File: config.mk
export PLATFORM = sky130hd
export DESIGN_NAME = tsk_admit_gw
export DESIGN_NICKNAME = d
export VERILOG_FILES = /design/src/rtl/gw_pkg.sv /design/src/rtl/gw_dep_hash.sv /design/src/rtl/gw_cmpl_path.sv /design/src/rtl/gw_admit_fsm.sv /design/src/rtl/tsk_admit_gw.sv
export SDC_FILE = /design/constraint.sdc
export NUM_CORES = 1
export LEC_CHECK = 0
export BUFFER_PORTS_ARGS = -buffer_cell sky130_fd_sc_hd__buf_2
export CORE_MARGIN = 5
export CORE_UTILIZATION = 45
export DETAILED_ROUTE_END_ITERATION = 12
export PLACE_DENSITY = 0.81
export RECOVER_POWER = 100
export SLEW_MARGIN = 0
export SYNTH_ARGS = -nofsm -noshare
export SYNTH_HDL_FRONTEND = slang
export SYNTH_SLANG_ARGS = --single-unit
File: constraint.sdc
create_clock -name clk -period 2.7 [get_ports clk]
set_clock_uncertainty 0.1 [all_clocks]
set_input_delay 0.54 -clock clk [delete_from_list [all_inputs] [get_ports clk]]
set_output_delay 0.54 -clock clk [all_outputs]
set_load 0.03 [all_outputs]
File: src/rtl/gw_pkg.sv
package gw_pkg;

  // Access direction of one dependency beat.
  typedef enum logic [1:0] {
    DIR_IN     = 2'b00,
    DIR_OUT    = 2'b01,
    DIR_INOUT  = 2'b10,
    DIR_DIRECT = 2'b11
  } dep_dir_e;

  // Phases of admitting one submission.
  typedef enum logic [2:0] {
    ADM_IDLE,
    ADM_WAIT_SLOT,
    ADM_SEND_HDR,
    ADM_READ_DEP,
    ADM_SEND_DEP
  } adm_state_e;

endpackage

File: src/rtl/gw_dep_hash.sv
module gw_dep_hash #(
  parameter int ADDR_W     = 32,
  parameter int ALIGN_BITS = 3,
  parameter int TRK_W      = 2,
  parameter bit FOLD_XOR   = 1'b1
) (
  input  logic [ADDR_W-ALIGN_BITS-1:0] key,
  output logic [TRK_W-1:0]             trk
);

  localparam int SRC_W  = ADDR_W - ALIGN_BITS;
  localparam int CHUNKS = (SRC_W + TRK_W - 1) / TRK_W;
  localparam int PAD_W  = CHUNKS * TRK_W;

  logic [PAD_W-1:0] padded;

  always_comb begin
    padded            = '0;
    padded[SRC_W-1:0] = key;
  end

  generate
    if (FOLD_XOR) begin : g_xor_fold
      // Every field of the line address flips the index.
      always_comb begin
        trk = '0;
        for (int i = 0; i < CHUNKS; i++) begin
          trk = trk ^ padded[i*TRK_W +: TRK_W];
        end
      end
    end else begin : g_sum_fold
      // Modular sum of the fields: carries mix neighbouring fields.
      always_comb begin
        trk = '0;
        for (int i = 0; i < CHUNKS; i++) begin
          trk = trk + padded[i*TRK_W +: TRK_W];
        end
      end
    end
  endgenerate

endmodule

File: src/rtl/gw_cmpl_path.sv
module gw_cmpl_path #(
  parameter int STN_W  = 2,
  parameter int SLOT_W = 8
) (
  input  logic              clk,
  input  logic              rst,
  input  logic              cm_valid,
  output logic              cm_ready,
  input  logic [STN_W-1:0]  cm_station,
  input  logic [SLOT_W-1:0] cm_slot,
  output logic              fo_valid,
  input  logic              fo_ready,
  output logic [STN_W-1:0]  fo_station,
  output logic [SLOT_W-1:0] fo_slot
);

  logic take;

  // The register can be refilled on the same edge it empties.
  assign cm_ready = !fo_valid || fo_ready;
  assign take     = cm_valid && cm_ready;

  always_ff @(posedge clk) begin
    if (rst) begin
      fo_valid <= 1'b0;
    end else if (take) begin
      fo_valid <= 1'b1;
    end else if (fo_ready) begin
      fo_valid <= 1'b0;
    end
  end

  // Payload has no reset: it is only read when fo_valid is high.
  always_ff @(posedge clk) begin
    if (take) begin
      fo_station <= cm_station;
      fo_slot    <= cm_slot;
    end
  end

endmodule

File: src/rtl/gw_admit_fsm.sv
module gw_admit_fsm
  import gw_pkg::*;
#(
  parameter int TID_W  = 16,
  parameter int CNT_W  = 4,
  parameter int STN_W  = 2,
  parameter int SLOT_W = 8,
  parameter int ADDR_W = 32,
  parameter int TRK_W  = 2
) (
  input  logic              clk,
  input  logic              rst,
  // submission header
  input  logic              nt_valid,
  output logic              nt_ready,
  input  logic [TID_W-1:0]  nt_task_id,
  input  logic [CNT_W-1:0]  nt_dep_count,
  // dependency beats, with the hashed tracker index alongside
  input  logic              dep_valid,
  output logic              dep_ready,
  input  logic [ADDR_W-1:0] dep_addr,
  input  logic [1:0]        dep_dir,
  input  logic [TRK_W-1:0]  dep_trk,
  // free-slot queue
  input  logic              fs_valid,
  output logic              fs_ready,
  input  logic [STN_W-1:0]  fs_station,
  input  logic [SLOT_W-1:0] fs_slot,
  // header packet
  output logic              hd_valid,
  input  logic              hd_ready,
  output logic [STN_W-1:0]  hd_station,
  output logic [SLOT_W-1:0] hd_slot,
  output logic [TID_W-1:0]  hd_task_id,
  output logic [CNT_W-1:0]  hd_dep_count,
  // tracker packet
  output logic              dp_valid,
  input  logic              dp_ready,
  output logic [TRK_W-1:0]  dp_tracker,
  output logic [ADDR_W-1:0] dp_addr,
  output logic [1:0]        dp_dir,
  output logic [STN_W-1:0]  dp_station,
  output logic [SLOT_W-1:0] dp_slot,
  output logic [CNT_W-1:0]  dp_index
);

  adm_state_e        state;
  logic [TID_W-1:0]  cur_tid;
  logic [CNT_W-1:0]  cur_cnt;
  logic [STN_W-1:0]  cur_stn;
  logic [SLOT_W-1:0] cur_slot;
  logic [CNT_W-1:0]  pos;
  logic              last_pos;
  logic              is_direct;

  assign nt_ready  = (state == ADM_IDLE);
  assign fs_ready  = (state == ADM_WAIT_SLOT);
  assign dep_ready = (state == ADM_READ_DEP);

  assign last_pos  = (pos == (cur_cnt - CNT_W'(1)));
  assign is_direct = (dep_dir == DIR_DIRECT);

  // Task context doubles as the registered header and tracker fields.
  assign hd_station   = cur_stn;
  assign hd_slot      = cur_slot;
  assign hd_task_id   = cur_tid;
  assign hd_dep_count = cur_cnt;
  assign dp_station   = cur_stn;
  assign dp_slot      = cur_slot;

  always_ff @(posedge clk) begin
    if (rst) begin
      state    <= ADM_IDLE;
      hd_valid <= 1'b0;
      dp_valid <= 1'b0;
      pos      <= '0;
    end else begin
      case (state)
        ADM_IDLE: begin
          if (nt_valid) begin
            state <= ADM_WAIT_SLOT;
          end
        end
        // Parked here until a station offers a slot.
        ADM_WAIT_SLOT: begin
          if (fs_valid) begin
            hd_valid <= 1'b1;
            state    <= ADM_SEND_HDR;
          end
        end
        ADM_SEND_HDR: begin
          if (hd_ready) begin
            hd_valid <= 1'b0;
            pos      <= '0;
            state    <= (cur_cnt == '0) ? ADM_IDLE : ADM_READ_DEP;
          end
        end
        ADM_READ_DEP: begin
          if (dep_valid) begin
            if (is_direct) begin
              // Immediate values own a position but no tracker.
              if (last_pos) begin
                state <= ADM_IDLE;
              end else begin
                pos <= pos + CNT_W'(1);
              end
            end else begin
              dp_valid <= 1'b1;
              state    <= ADM_SEND_DEP;
            end
          end
        end
        ADM_SEND_DEP: begin
          if (dp_ready) begin
            dp_valid <= 1'b0;
            if (last_pos) begin
              state <= ADM_IDLE;
            end else begin
              pos   <= pos + CNT_W'(1);
              state <= ADM_READ_DEP;
            end
          end
        end
        default: state <= ADM_IDLE;
      endcase
    end
  end

  // Context registers: loaded only in the phase that owns them.
  always_ff @(posedge clk) begin
    if (state == ADM_IDLE && nt_valid) begin
      cur_tid <= nt_task_id;
      cur_cnt <= nt_dep_count;
    end
    if (state == ADM_WAIT_SLOT && fs_valid) begin
      cur_stn  <= fs_station;
      cur_slot <= fs_slot;
    end
    if (state == ADM_READ_DEP && dep_valid && !is_direct) begin
      dp_tracker <= dep_trk;
      dp_addr    <= dep_addr;
      dp_dir     <= dep_dir;
      dp_index   <= pos;
    end
  end

endmodule

File: src/rtl/tsk_admit_gw.sv
module tsk_admit_gw #(
  parameter int TID_W         = 16,
  parameter int ADDR_W        = 32,
  parameter int ALIGN_BITS    = 3,
  parameter int NUM_STN       = 4,
  parameter int NUM_SLOT      = 256,
  parameter int NUM_TRK       = 4,
  parameter int MAX_DEPS      = 15,
  parameter bit HASH_FOLD_XOR = 1'b1,
  localparam int STN_W        = $clog2(NUM_STN),
  localparam int SLOT_W       = $clog2(NUM_SLOT),
  localparam int TRK_W        = $clog2(NUM_TRK),
  localparam int CNT_W        = $clog2(MAX_DEPS + 1)
) (
  input  logic              clk,
  input  logic              rst,
  input  logic              nt_valid,
  output logic              nt_ready,
  input  logic [TID_W-1:0]  nt_task_id,
  input  logic [CNT_W-1:0]  nt_dep_count,
  input  logic              dep_valid,
  output logic              dep_ready,
  input  logic [ADDR_W-1:0] dep_addr,
  input  logic [1:0]        dep_dir,
  input  logic              fs_valid,
  output logic              fs_ready,
  input  logic [STN_W-1:0]  fs_station,
  input  logic [SLOT_W-1:0] fs_slot,
  output logic              hd_valid,
  input  logic              hd_ready,
  output logic [STN_W-1:0]  hd_station,
  output logic [SLOT_W-1:0] hd_slot,
  output logic [TID_W-1:0]  hd_task_id,
  output logic [CNT_W-1:0]  hd_dep_count,
  output logic              dp_valid,
  input  logic              dp_ready,
  output logic [TRK_W-1:0]  dp_tracker,
  output logic [ADDR_W-1:0] dp_addr,
  output logic [1:0]        dp_dir,
  output logic [STN_W-1:0]  dp_station,
  output logic [SLOT_W-1:0] dp_slot,
  output logic [CNT_W-1:0]  dp_index,
  input  logic              cm_valid,
  output logic              cm_ready,
  input  logic [STN_W-1:0]  cm_station,
  input  logic [SLOT_W-1:0] cm_slot,
  output logic              fo_valid,
  input  logic              fo_ready,
  output logic [STN_W-1:0]  fo_station,
  output logic [SLOT_W-1:0] fo_slot
);

  logic [TRK_W-1:0] dep_trk;

  gw_dep_hash #(
    .ADDR_W    (ADDR_W),
    .ALIGN_BITS(ALIGN_BITS),
    .TRK_W     (TRK_W),
    .FOLD_XOR  (HASH_FOLD_XOR)
  ) hash_i (
    .key(dep_addr[ADDR_W-1:ALIGN_BITS]),
    .trk(dep_trk)
  );

  gw_admit_fsm #(
    .TID_W (TID_W),
    .CNT_W (CNT_W),
    .STN_W (STN_W),
    .SLOT_W(SLOT_W),
    .ADDR_W(ADDR_W),
    .TRK_W (TRK_W)
  ) admit_i (
    .clk         (clk),
    .rst         (rst),
    .nt_valid    (nt_valid),
    .nt_ready    (nt_ready),
    .nt_task_id  (nt_task_id),
    .nt_dep_count(nt_dep_count),
    .dep_valid   (dep_valid),
    .dep_ready   (dep_ready),
    .dep_addr    (dep_addr),
    .dep_dir     (dep_dir),
    .dep_trk     (dep_trk),
    .fs_valid    (fs_valid),
    .fs_ready    (fs_ready),
    .fs_station  (fs_station),
    .fs_slot     (fs_slot),
    .hd_valid    (hd_valid),
    .hd_ready    (hd_ready),
    .hd_station  (hd_station),
    .hd_slot     (hd_slot),
    .hd_task_id  (hd_task_id),
    .hd_dep_count(hd_dep_count),
    .dp_valid    (dp_valid),
    .dp_ready    (dp_ready),
    .dp_tracker  (dp_tracker),
    .dp_addr     (dp_addr),
    .dp_dir      (dp_dir),
    .dp_station  (dp_station),
    .dp_slot     (dp_slot),
    .dp_index    (dp_index)
  );

  gw_cmpl_path #(
    .STN_W (STN_W),
    .SLOT_W(SLOT_W)
  ) cmpl_i (
    .clk       (clk),
    .rst       (rst),
    .cm_valid  (cm_valid),
    .cm_ready  (cm_ready),
    .cm_station(cm_station),
    .cm_slot   (cm_slot),
    .fo_valid  (fo_valid),
    .fo_ready  (fo_ready),
    .fo_station(fo_station),
    .fo_slot   (fo_slot)
  );

endmodule

Yosys cells after proc, flatten, opt, wreduce, memory -nomap -nowiden --
Index checks and enable logic that the tools add are counted.
Storage, ports and cells: flip-flop bits (word level) 90, input bits 83, output and inout port bits 97, word-level logic and storage cells 88
Operators by class: add/sub/neg operators 2, equal/unequal tests 14, multiplexer cells 25, bitwise gates (word level) 14, reduce and logical (&&, ||, !) cells 18
Operators by type and width (number):
- $xor 2x2->2 | 13
- $mux 3 | 7
- $mux 4 | 5
- $pmux 3 s5 | 1
- $ne 2x2->1 const B | 6
- $pmux 4 s3 | 1
- $mux 1 | 7
- $eq 3x2->1 const B | 2
- $reduce_and 6->1 | 1
- $reduce_bool 2->1 | 3
- $logic_and 1x1->1 | 5
- $reduce_and 5->1 | 1
- $add 4x1->4 const B | 1
- $eq 4x4->1 | 1
- $logic_not 4->1 | 1
- $mux 2 | 2
- $pmux 1 s2 | 2
- $reduce_and 4->1 | 1
- $sub 4x1->4 const B | 1
- $eq 3x1->1 const B | 1
- $eq 3x3->1 const B | 1
- $logic_not 3->1 | 1
- $ne 3x2->1 const B | 1
- $reduce_and 3->1 | 1
- 6 further kinds | 7

Depth between registers and ports, before layout --
Gate-level depths: netlist of the first run.
word-level depth 14, gate-level depth with buffers 8

Hierarchy --
A second synthesis of the first run with hierarchy kept.
Unflattened totals: cells, all modules 208, area, all modules 3498.4 um2
Modules (own cells, without submodules):
- gw_admit_fsm | instances 1, cells each 171, area an instance 2881.5 um2, seq. area each 2282.2 um2
- gw_cmpl_path | instances 1, cells each 15, area an instance 355.3 um2, seq. area each 320.3 um2
- gw_dep_hash | instances 1, cells each 22, area an instance 261.5 um2, seq. area each 0.0 um2

Worst setup path after synthesis of the first run --
Ideal clock, no wire load.
path type register to register, start register admit_i.state[1], end register admit_i.dp_valid, library setup time 0.091 ns, data arrival time 2.201 ns, data required time 2.509 ns, slack 0.307 ns, stages on the path, launching flop included 7, clock period less this slack 2.393 ns, cell sequence dfxtp_1 -> buf_6 -> nand3b_1 -> inv_1 -> and3_1 -> nor2_1 -> a311oi_1
On the way: word-level cells in the longest chain between the ends 3, elaborated cells on any way between the ends 8, classes of those cells eq/ne (5); mux (1); reduce/logical (2)
RTL lines:
- start, declared | line gw_admit_fsm.sv:47 | adm_state_e state;
- start signal, assigned | line gw_admit_fsm.sv:95 | state <= (cur_cnt == '0) ? ADM_IDLE : ADM_READ_DEP;
- $eq 3x2->1 *
- via dep_ready | line tsk_admit_gw.sv:22 | output logic dep_ready,
- $ne 2x2->1 (no source line) or $reduce_bool 2->1 (tied branches)
- $reduce_and 4->1 (no source line)
- end signal, assigned | line gw_admit_fsm.sv:75 | dp_valid <= 1'b0;
- end signal, assigned | line gw_admit_fsm.sv:108 | dp_valid <= 1'b1;
- end signal, assigned | line gw_admit_fsm.sv:115 | dp_valid <= 1'b0;
- end, declared | line gw_admit_fsm.sv:37 | output logic dp_valid,
Mark *: on every way through the listed nets, which the timed path passes. The rest lies on a longest branch. A chain may end at the register's enable or synchronous reset.

Worst setup path in the final report of the first run --
start register admit_i.state[0], end output fs_ready
On the way: word-level cells in the longest chain between the ends 1
RTL lines:
- $eq 3x1->1 | line gw_admit_fsm.sv:57 | assign fs_ready = (state == ADM_WAIT_SLOT);
- end, declared | line tsk_admit_gw.sv:26 | output logic fs_ready,
No other way between the ends.

==> impl_metrics.ini, run 1 <==
[worst_setup_path]
critPathMaxFanout = 12
cp-start-kind = flop
worstPathArrival_ps = 1750
cp.required_ps = 2060
crit_path_end_kind = output port
path_class = reg2out

[global_route]
track_usage = 0.153
grt_max_degree = 41
grt_pass1_wl_um = 11600
gr-total-overflow = 0
grt_pass1_vias = 2385
antenna_found_initial = 0

[die]
ios = 180
start_util = 0.459
die_w_um = 98.4
die-area_um2 = 9670
dieHeight_um = 98.4
placementRows = 32
core_um2 = 7650

[timing]
max_slew_margin = 0.315
rsz0062_at_grt = false
worst_pin_slew_ps = 1030
fin_tns_setup_ps = 0
whs_ps = 264
hold_violations = 0
setup_viol = 0
min_period_ps = 2390
fmaxAchievable_mhz = 418
slew_violations = 0
period_share = 0.886
fin_ws_ps = 307

[clock_network]
numClockSinks = 90
postCtsSetupBuffers = 0
postCtsHoldBufs = 0
cts_tree = done
ctsHtreeMaxLevel = 3
cts-buffers-inserted = 9
cts_resized = 0
clkSlewWorstSetupHoldPaths_ps = 90
cts_buffer_depth = 2
cts_root_buf = clkbuf_8
clk_latency_ps = 340

[logic_synthesis]
syn_inst = 216
synth_seq_cells = 90
avgSynthCellArea_um2 = 16.3
synth.area.top_cells = edfxtp_1, xnor2_1, dfxtp_1, buf_4, xor2_1
synth_top_cell_area_share = 0.684
synthTopCellsByCount = edfxtp_1, xnor2_1, buf_4, dfxtp_1, nor2_1
yosysMostFrequentCell = edfxtp_1
synth_top_cell_by_area = edfxtp_1
synth_edf_count = 80
async_flop_share = 0
synth_nets = 302
ys_warn_count = 0
ys_types = 44
syn-cell-area_um2 = 3510
yosysSeqAreaShare = 0.741
synthFlopType = edfxtp_1

[layout]
drive_gt1_frac = 0.181
finalCoreUtilization = 0.583
num_antenna_cells = 0
layout.nets = 479
syn_to_final_growth_pct = 26.9

[routing]
postRouteAntennaNets = 0
wire_per_inst_um = 15.0
dr.pass1.iters = 4
drc_errors = 0
wl_um = 7490
vias = 2331
vias_per_cell = 4.66
drtIter0Drc = 76

[power]
p_leak_nw = 1.54
ir_drop_mv = 0.469
p_per_area_nw_per_um2 = 775
power_w = 0.00345

[flow_run]
maxCapViolCount = 0

[placement]
dpl_worst_slack_ps = 500
dpl.hpwl_um = 5830
portBuffers = 179
place.gp.congestion = 0.815

[run_status]
status = completed

[hold_path]
min_path_type = in2reg
==> critical path, cell delays in order (launching register included) <==
cell and delay [ps]:
dfxtp_1 570, nor2b_1 340, and2_1 190, clkbuf_1 320
==> cells in the final DEF (no fill, tap or decap), types with 4 or more instances in the layout <==
cell	instances
clkbuf_1	131
edfxtp_1	80
buf_2	51
xnor2_1	27
clkbuf_8	11
nor2_1	10
dfxtp_1	10
inv_1	8
a21oi_1	8
nor3_1	6
xor2_1	5
nand2_1	4
==> layout make-up <==
type                    count  area (µm²)
well taps                 102         128
flip-flops and latches     90        2600
clock inverters             3        22.5
clock buffers              13         159
multi-input cells         103         772
inverters                   8        30.0
repair buffers            181         744
fillers                   696        3190
==> registers in the layout, summed over array words and instances, names as in the netlist <==
name	flops
admit_i.dp_addr	32
admit_i.hd_task_id	16
admit_i.dp_slot	8
cmpl_i.fo_slot	8
admit_i.dp_index	4
admit_i.hd_dep_count	4
admit_i.pos	4
admit_i.state	3
admit_i.dp_dir	2
admit_i.dp_station	2
admit_i.dp_tracker	2
cmpl_i.fo_station	2
admit_i.dp_valid	1
admit_i.hd_valid	1
cmpl_i.fo_valid	1
==> cell families (layout without fill, tap and decap cells) <==
group	after synthesis	in the layout	synth area share
AND/OR/NAND/NOR	40	40	0.0630
multiplexers	1	1	0.00285
XOR/XNOR	33	33	0.0862
AO/OA/AOI/OAI	26	26	0.0580
buffers and inverters	23	205	0.0385
flip-flops	90	90	0.741
adder cells (fa/ha/maj)	3	3	0.0107
==> metrics by stage <==
| stage | area [µm²] | instances |
|---|---|---|
| 4_1_cts | 4630 | 500 |
| 6_report | 4460 | 500 |
| 3_5_place_dp | 4450 | 484 |
| 5_1_grt | 4460 | 500 |
| 2_1_floorplan | 3510 | 216 |
| 3_3_place_gp | 4450 | 484 |
==> layer usage <==
metal,up-vias,track usage,part of all wire
met2,97,0.275,0.53
met1,1084,0.166,0.38
li1,1142,-,-
met3,8,0.0500,0.077
met4,0,0.0588,0.012
met5,-,0,0
==> path summary, 6_finish.rpt <==
| kind | start | to | slack [ps] | depth (start not counted) |
|---|---|---|---|---|
| max | admit_i.state[0] | fs_ready | 310 | 3 |
| min | fs_slot[2] | admit_i.dp_slot[2] | 260 | 1 |
| max reg2reg | admit_i.state[0] | admit_i.dp_index[1] | 430 | 4 |
| min reg2reg | admit_i.dp_valid | admit_i.dp_valid | 410 | 2 |
==> power by group <==
part / switching (W) / internal, W
Clock: 0.000443 / 0.000390
Combinational: 0.000609 / 0.000248
Sequential: 0.0000777 / 0.00169
Power figures use the tool's default switching activity.
==> run 2, diff against run 1 <==
--- a/config.mk
+++ b/config.mk
@@ -7,9 +7,9 @@
 export LEC_CHECK = 0
 export BUFFER_PORTS_ARGS = -buffer_cell sky130_fd_sc_hd__buf_2
 export CORE_MARGIN = 5
-export CORE_UTILIZATION = 45
+export CORE_UTILIZATION = 39
 export DETAILED_ROUTE_END_ITERATION = 12
-export PLACE_DENSITY = 0.81
+export PLACE_DENSITY = 0.72
 export RECOVER_POWER = 100
 export SLEW_MARGIN = 0
 export SYNTH_ARGS = -nofsm -noshare
==> impl_metrics.ini, run 2 (synthesis gave the netlist of run 1 again) <==
[layout]
final_cell_mix = clkbuf_1, edfxtp_1, buf_2
largest_reg_flops = 32
fillCellCount = 825
num_antenna_cells = 0
syn_to_final_growth_pct = 28.4
multi_input_area_um2 = 753
largest_register = admit_i.dp_addr
final-seq-area_um2 = 2600
finalCoreUtilization = 0.515
layout.nets = 480
drive_gt1_frac = 0.180
final_common_cell = clkbuf_1

[worst_setup_path]
cp-start-kind = flop
cp_top_family = flip-flops
path_cells = nor2b_1, and2_1, clkbuf_1
r2r_cells = 4
cp.required_ps = 2060
critPathBufInv = 1
crit_slowest_cell = dfxtp_1
critPathMaxFanout = 12
critPathMaxStageDelay_ps = 570
crit_cells = 3
path_class = reg2out
worstPathArrival_ps = 1790
crit_path_end_kind = output port

[global_route]
gr-total-overflow = 0
track_usage = 0.139
antenna_found_initial = 0
grt_pass1_wl_um = 12200
grt_pass1_vias = 2465
grt_max_degree = 25

[timing]
hold_violations = 0
max_slew_margin = 0.287
fin_tns_setup_ps = 0
worst_pin_slew_ps = 1070
rsz0062_at_grt = false
slew_violations = 0
fmaxAchievable_mhz = 412
setup_viol = 0
period_share = 0.899
min_period_ps = 2430

[clock_network]
ctsHtreeMaxLevel = 3
numClockSinks = 90
cts-buffers-inserted = 9
cts_buffer_depth = 2
postCtsSetupBuffers = 0
clkSlewWorstSetupHoldPaths_ps = 90
cts_root_buf = clkbuf_8
clk_latency_ps = 350
cts_resized = 0
postCtsHoldBufs = 0
cts_tree = done

[die]
die_w_um = 105
core_um2 = 8760
ios = 180
die-area_um2 = 11000
placementRows = 34
start_util = 0.401
dieHeight_um = 105

[placement]
dpl.hpwl_um = 6130
portBuffers = 179
place.gp.congestion = 0.770

[power]
combPwrFrac = 0.231
p_clk_frac = 0.293
p_per_area_nw_per_um2 = 823
p_leak_nw = 1.57
ir_drop_mv = 0.375
p_int_w = 0.00255
sw_frac_of_total = 0.312
seq_power_share = 0.476
p_sw_w = 0.00116
power_w = 0.00371

[hold_path]
whs_path_depth = 1
min_path_type = in2reg

[routing]
postRouteAntennaNets = 0
wl_um = 7900
wire_per_inst_um = 15.6
dr.pass1.iters = 4
vias_per_cell = 4.58
vias = 2324
drc_errors = 0
drtIter0Drc = 94

[flow_run]
maxCapViolCount = 0

[run_status]
status = completed
run 2: cell count changes in the layout (fill, tap and decap cells not counted), sizes merged:
| cell | before | now |
|---|---|---|
| clkbuf | 143 | 141 |
| bufinv | 0 | 3 |
| inv | 9 | 8 |
| clkinvlp | 0 | 1 |
run 2: final cells by class:
cell class	instances	area share
sequential	90	0.577
multi-input combinational	103	0.167
timing repair buffer	182	0.166
tap	108	0.0300
clock buffer	10	0.0283
clock inverter	6	0.0255
inverter	8	0.00666
run 2: metrics by stage:
step | cell area [µm²] | hold slack [ps] | instances | setup WS (ps)
floorplan | 3510 | 369 | 216 | 307
global placement | 4460 | 393 | 491 | 587
CTS | 4710 | 237 | 507 | 415
global route | 4510 | 230 | 507 | 194
finish | 4510 | 257 | 507 | 272
detailed placement | 4460 | 411 | 491 | 524
run 2: metal layers:
| metal | vias up | routed length (µm) | GRT usage |
|---|---|---|---|
| li1 | 1145 | - | - |
| met1 | 1076 | 3090 | 0.156 |
| met4 | 0 | 102 | 0.0438 |
| met5 | - | 0 | 0 |
| met2 | 95 | 4100 | 0.241 |
| met3 | 8 | 605 | 0.0549 |
run 2: power by group through the flow:
stage | clock (W) | sequential [W] | combinational [W]
after floorplan | 0 | 0.00199 | 0.000470
after global placement | 0 | 0.00178 | 0.000910
after detailed placement | 0 | 0.00179 | 0.000924
after CTS | 0.00113 | 0.00176 | 0.000928
after global routing | 0.00118 | 0.00178 | 0.000929
final | 0.00109 | 0.00177 | 0.000858
run 2: worst paths after layout:
| kind | start | endpoint | slack, ps |
|---|---|---|---|
| setup / recovery | admit_i.state[0] | fs_ready | 270 |
| hold / removal | dep_addr[1] | admit_i.dp_addr[1] | 260 |
| setup reg to reg | admit_i.state[0] | admit_i.dp_addr[6] | 410 |
| hold reg to reg | admit_i.dp_valid | admit_i.dp_valid | 420 |
